File: src/rtl/pdws_pkg.sv
package pdws_pkg;
  typedef enum logic [2:0] {
    ST_RUN     = 3'd0,
    ST_PD      = 3'd1,
    ST_LATCH   = 3'd2,
    ST_OSCWAIT = 3'd3,
    ST_SETTLE  = 3'd4,
    ST_WAKEIRQ = 3'd5
  } pdwsState_e;

  typedef struct packed {
    logic cntClr;
    logic cntInc;
    logic armLoad;
  } pdwsStrb_t;

  localparam logic [15:0] WAKE_VECTOR = 16'h007B;
endpackage

File: src/rtl/pdws_datapath.sv
module pdws_datapath
  import pdws_pkg::*;
#(
  parameter int CNT_W = 5
) (
  input  logic             clk,
  input  logic             rstN,
  input  pdwsStrb_t        strb,
  input  logic             mapSel,
  input  logic             wakeEnWr,
  input  logic             wakeEnData,
  input  logic             wakePinN,
  input  logic             pinLatch,
  output logic             wakeEnable,
  output logic             armed,
  output logic             pinLow,
  output logic [CNT_W-1:0] cnt
);
  // effective pin: a cleared output latch pulls the pin low
  assign pinLow = ~(wakePinN & pinLatch);

  always_ff @(posedge clk or negedge rstN) begin
    if (!rstN) begin
      wakeEnable <= 1'b0;
    end else if (wakeEnWr && mapSel) begin
      wakeEnable <= wakeEnData;
    end
  end

  always_ff @(posedge clk or negedge rstN) begin
    if (!rstN) begin
      armed <= 1'b0;
    end else if (strb.armLoad) begin
      armed <= wakeEnable;
    end
  end

  always_ff @(posedge clk or negedge rstN) begin
    if (!rstN) begin
      cnt <= '0;
    end else if (strb.cntClr) begin
      cnt <= '0;
    end else if (strb.cntInc) begin
      cnt <= cnt + 1'b1;
    end
  end
endmodule

File: src/rtl/pdws_control.sv
module pdws_control
  import pdws_pkg::*;
#(
  parameter int LATCH_TICKS   = 4,
  parameter int SETTLE_CYCLES = 20,
  parameter int CNT_W         = 5
) (
  input  logic             clk,
  input  logic             rstN,
  input  logic             pdEnter,
  input  logic             rcTick,
  input  logic             oscStable,
  input  logic             irqRet,
  input  logic             armed,
  input  logic             pinLow,
  input  logic [CNT_W-1:0] cnt,
  output pdwsStrb_t        strb,
  output pdwsState_e       curState,
  output logic             rcOscEn,
  output logic             mainOscEn,
  output logic             perFreeze,
  output logic             wakeIrq,
  output logic [15:0]      irqVector
);
  localparam logic [CNT_W-1:0] LATCH_LAST  = CNT_W'(LATCH_TICKS - 1);
  localparam logic [CNT_W-1:0] SETTLE_LAST = CNT_W'(SETTLE_CYCLES - 1);

  pdwsState_e nextState;

  always_ff @(posedge clk or negedge rstN) begin
    if (!rstN) curState <= ST_RUN;
    else       curState <= nextState;
  end

  always_comb begin
    nextState = curState;
    strb      = '0;
    unique case (curState)
      ST_RUN: begin
        if (pdEnter) begin
          nextState    = ST_PD;
          strb.armLoad = 1'b1;
        end
      end
      ST_PD: begin
        if (armed && pinLow) begin
          nextState   = ST_LATCH;
          strb.cntClr = 1'b1;
        end
      end
      ST_LATCH: begin
        if (rcTick) begin
          if (!pinLow) begin
            nextState = ST_PD;
          end else if (cnt == LATCH_LAST) begin
            nextState   = ST_OSCWAIT;
            strb.cntClr = 1'b1;
          end else begin
            strb.cntInc = 1'b1;
          end
        end
      end
      ST_OSCWAIT: begin
        if (oscStable) begin
          nextState   = ST_SETTLE;
          strb.cntClr = 1'b1;
        end
      end
      ST_SETTLE: begin
        if (cnt == SETTLE_LAST) begin
          nextState   = ST_WAKEIRQ;
          strb.cntClr = 1'b1;
        end else begin
          strb.cntInc = 1'b1;
        end
      end
      ST_WAKEIRQ: begin
        if (irqRet) nextState = ST_RUN;
      end
      default: nextState = ST_RUN;
    endcase
  end

  always_comb begin
    rcOscEn   = 1'b1;
    mainOscEn = 1'b1;
    perFreeze = (curState != ST_RUN);
    wakeIrq   = (curState == ST_WAKEIRQ);
    irqVector = wakeIrq ? WAKE_VECTOR : 16'h0000;
    if (curState == ST_PD) begin
      rcOscEn   = 1'b0;
      mainOscEn = 1'b0;
    end else if (curState == ST_LATCH) begin
      mainOscEn = 1'b0;
    end
  end
endmodule

File: src/rtl/pdWakeSeq.sv
module pdWakeSeq
  import pdws_pkg::*;
#(
  parameter int LATCH_TICKS   = 4,
  parameter int SETTLE_CYCLES = 20
) (
  input  logic        clk,
  input  logic        rstN,
  input  logic        pdEnter,
  input  logic        mapSel,
  input  logic        wakeEnWr,
  input  logic        wakeEnData,
  input  logic        wakePinN,
  input  logic        pinLatch,
  input  logic        rcTick,
  input  logic        oscStable,
  input  logic        irqRet,
  output logic        rcOscEn,
  output logic        mainOscEn,
  output logic        perFreeze,
  output logic        wakeIrq,
  output logic [15:0] irqVector,
  output logic [2:0]  state,
  output logic        wakeEnable
);
  localparam int CNT_MAX = (LATCH_TICKS > SETTLE_CYCLES) ? LATCH_TICKS : SETTLE_CYCLES;
  localparam int CNT_W   = $clog2(CNT_MAX + 1);

  pdwsStrb_t        strb;
  pdwsState_e       curState;
  logic             armed;
  logic             pinLow;
  logic [CNT_W-1:0] cnt;

  pdws_datapath #(.CNT_W(CNT_W)) u_dp (
    .clk(clk), .rstN(rstN), .strb(strb), .mapSel(mapSel),
    .wakeEnWr(wakeEnWr), .wakeEnData(wakeEnData), .wakePinN(wakePinN),
    .pinLatch(pinLatch), .wakeEnable(wakeEnable), .armed(armed),
    .pinLow(pinLow), .cnt(cnt)
  );

  pdws_control #(
    .LATCH_TICKS(LATCH_TICKS), .SETTLE_CYCLES(SETTLE_CYCLES), .CNT_W(CNT_W)
  ) u_ctl (
    .clk(clk), .rstN(rstN), .pdEnter(pdEnter), .rcTick(rcTick),
    .oscStable(oscStable), .irqRet(irqRet), .armed(armed), .pinLow(pinLow),
    .cnt(cnt), .strb(strb), .curState(curState), .rcOscEn(rcOscEn),
    .mainOscEn(mainOscEn), .perFreeze(perFreeze), .wakeIrq(wakeIrq),
    .irqVector(irqVector)
  );

  assign state = curState;
endmodule

File: config.mk
export PLATFORM = sky130hd
export DESIGN_NAME = pdWakeSeq
export DESIGN_NICKNAME = d
export VERILOG_FILES = /design/src/rtl/pdws_pkg.sv /design/src/rtl/pdws_datapath.sv /design/src/rtl/pdws_control.sv /design/src/rtl/pdWakeSeq.sv
export SDC_FILE = /design/constraint.sdc
export NUM_CORES = 1
export LEC_CHECK = 0
export CAP_MARGIN = 20
export CORE_UTILIZATION = 40
export CTS_BUF_LIST = sky130_fd_sc_hd__clkbuf_4 sky130_fd_sc_hd__clkbuf_8
export DETAILED_ROUTE_END_ITERATION = 7
export DONT_BUFFER_PORTS = 1
export GPL_ROUTABILITY_DRIVEN = 0
export GPL_TIMING_DRIVEN = 0
export PLACE_DENSITY = 0.67
export SETUP_SLACK_MARGIN = 0.15
export SYNTH_ARGS = -nofsm -noshare
export SYNTH_HDL_FRONTEND = slang
export SYNTH_HIERARCHICAL = 1
export SYNTH_SLANG_ARGS = --single-unit
File: constraint.sdc
create_clock -name clk -period 1.9 [get_ports clk]
set_input_delay 0.285 -clock clk [delete_from_list [all_inputs] [get_ports clk]]
set_output_delay 0.285 -clock clk [all_outputs]
set_load 0.005 [all_outputs]
==> results.py <==
metrics = {
    "run_status": {
        "status": "complete, no violations",
    },
    "worst_setup_path": {
        "worst_path_dominant_cell_family": "simple AND/OR/NAND/NOR gates",
        "cp_max_fo": 5,
        "critPathKind": "flop to flop",
        "crit_slowest_cell": "dfrtp_2",
        "crit_chain": "nor4bb_4 > nand2_2 > o311ai_4 > nor2_1 > mux2_4",
        "crit_required_ps": 2050,
        "cp-start-kind": "flop",
        "cp.buffers_inverters": 0,
        "critPathCaptureType": "flop",
        "arrival_ps": 1870,
        "cpPeakStageDelay_ps": 440,
    },
    "global_routing": {
        "antenna_found_initial": 0,
        "grt_pass1_vias": 580,
        "grt-ovfl-total": 0,
        "grt_usage_pct": 16.3,
        "grt_max_degree": 11,
        "grt_pass1_wl_mm": 2.46,
    },
    "sta": {
        "min_period_ps": 1730,
        "hold_violations": 0,
        "final.setup.tns_ps": 0,
        "setup_ws_ps": 173,
        "rsz0062_at_grt": "true",
        "setup_violations": 0,
        "finalCritPeriodShare_pct": 90.9,
        "slew_viol_final": 0,
        "fmax_mhz": 579,
        "skew_ps": 2.94,
    },
    "synthesis": {
        "synth_edf_count": 0,
        "avgSynthCellArea_um2": 8.85,
        "async_reset_ff_share_pct": 100,
        "synth.area.top_cells": "dfrtp_1 31%, buf_4 16%, nand2_1 5.1%",
        "netlist.top_cell.by_area": "dfrtp_1",
        "synth_common_cells": "17 x buf_4, 11 x nand2_1, 10 x dfrtp_1, 10 x nor2_1, 5 x inv_1",
        "ys_seq_area_share_pct": 30.7,
        "ys.flop_type": "dfrtp_1",
        "netlist-cell-type-count": 34,
        "synth.most_common_cell": "buf_4",
        "synthCells": 92,
        "yosysWarnings": 6,
        "synth.top_cell.area_share_pct": 30.7,
        "synth_area_um2": 815,
        "ys_ff_latch": 10,
    },
    "hold_path": {
        "hp-class": "input pin to flop",
    },
    "power": {
        "power.density_nw_per_um2": 1200,
        "peakVddDrop_mv": 0.787,
        "p_total_mw": 1.30,
        "leakagePower_nw": 0.544,
    },
    "clocking": {
        "root_buffer": "clkbuf_4",
        "insertion_delay_ps": 260,
        "cts_sinks": 10,
        "clk_path_buf_depth": 2,
        "h-tree-depth": 1,
        "clkTransAtPathRegs_ps": 60,
        "cts_buffers": 3,
        "cts_tree": "yes",
    },
    "die": {
        "ios": 35,
        "initial_utilization_pct": 44.7,
        "core_um2": 1820,
        "fp.dieW_um": 47.1,
        "row_count": 15,
        "die_y_um": 47.1,
        "die_area_um2": 2220,
    },
    "route": {
        "drt_wl_total_mm": 1.77,
        "via_per_inst": 5.06,
        "drt-pass1-iter-count": 4,
        "drt_iter0_drc": 8,
        "drc": 0,
        "wire_per_inst_um": 12.5,
        "vias": 713,
        "antenna_left": 0,
    },
    "finish": {
        "n_antenna_cell": 0,
        "ff_latch_area_um2": 258,
        "layout-area-overhead-vs-synth_pct": 32.9,
        "nets": 129,
        "fill_cells": 171,
        "multiInputGateArea_um2": 513,
        "drive_gt1_share_pct": 43.1,
        "finalInstanceArea_um2": 1080,
    },
    "run": {
        "maxCapViolCount": 0,
    },
    "place": {
        "io_buffers": 0,
        "hpwl_mm": 1.19,
        "dpl_cell_area_um2": 887,
        "place_ws_ps": -54.0,
    },
}
==> per-layer routing <==
metal / part of all wire (%) / GRT usage [%]
met5: 0 / 0
met4: 0.51 / 5.14
met3: 6.8 / 6.15
met2: 55 / 28.6
met1: 38 / 18.1
==> flip-flops by register name (all words and copies together) (netlist names) <==
register,flops
u_ctl/curState,3
u_dp/cnt,5
u_dp/wakeEnable,1
u_dp/armed,1
==> layout by cell type, fill, tap and decap left out, drive strengths merged, types with 2 or more instances in the layout <==
master  netlist  layout
o311ai        2       2
nand2        11      11
a21oi         3       3
a21bo         2       2
inv           5       5
mux2          4       4
clkbuf        0       4
nand4         2       2
dfrtp        10      10
nor2b         3       3
conb          1      10
buf          17      27
o211ai        3       3
nor2         10      10
==> logic make-up (layout without fill, tap and decap cells) <==
group / after synthesis / in the layout / synth area share [%]
mux: 6 / 6 / 9.98
flops: 10 / 10 / 30.7
buf+inv: 23 / 38 / 19.5
other cells: 1 / 10 / 0.460
simple gates: 37 / 37 / 24.6
compound gates: 13 / 13 / 12.1
fa+ha+maj: 1 / 1 / 1.54
xor+xnor: 1 / 1 / 1.08
==> what timing repair did <==
action                                 CTS  global route
pin swaps                                1             8
setup endpoints to repair                8            13
gates resized for setup                  5            11
hold buffers                             1             0
endpoints found under the hold margin   10             0
buffers inserted                         4             6
==> layout make-up <==
| type | instances | share of cell area (%) |
|---|---|---|
| well taps | 25 | 2.89 |
| clock buffers | 4 | 3.35 |
| repair buffers | 11 | 7.86 |
| flip-flops and latches | 10 | 23.8 |
| plain buffers | 18 | 12.9 |
| inverters | 5 | 1.73 |
| multi-input cells | 68 | 47.4 |
==> through the flow <==
stage	hold WS [ps]	std cells	utilization, %
floorplan	-10.6	101	-
global placement	-10.3	126	48.7
detailed placement	-10.3	126	48.7
CTS	160	135	54.7
global route	165	141	59.5
finish	167	141	59.5
==> path summary, 6_finish.rpt <==
check                           cells past startpoint  slack, ps         endpoint         from
worst min-delay path                                1        170  u_dp/wakeEnable   wakeEnData
max in group asynchronous                           1       1150      u_dp/cnt[0]         rstN
worst max-delay path                                5        170      u_dp/cnt[3]  u_dp/cnt[2]
min in group asynchronous                           1        410      u_dp/cnt[4]         rstN
worst max register to register                      5        170      u_dp/cnt[3]  u_dp/cnt[2]
worst min register to register                      1        560       u_dp/armed   u_dp/armed
==> power by group <==
| group | internal (mW) | switching [mW] | total (mW) |
|---|---|---|---|
| sequential | 0.281 | 0.109 | 0.390 |
| clock | 0.116 | 0.0697 | 0.186 |
| combinational | 0.389 | 0.338 | 0.727 |
| total | 0.786 | 0.516 | 1.30 |
(Power assumes the default switching activity.)
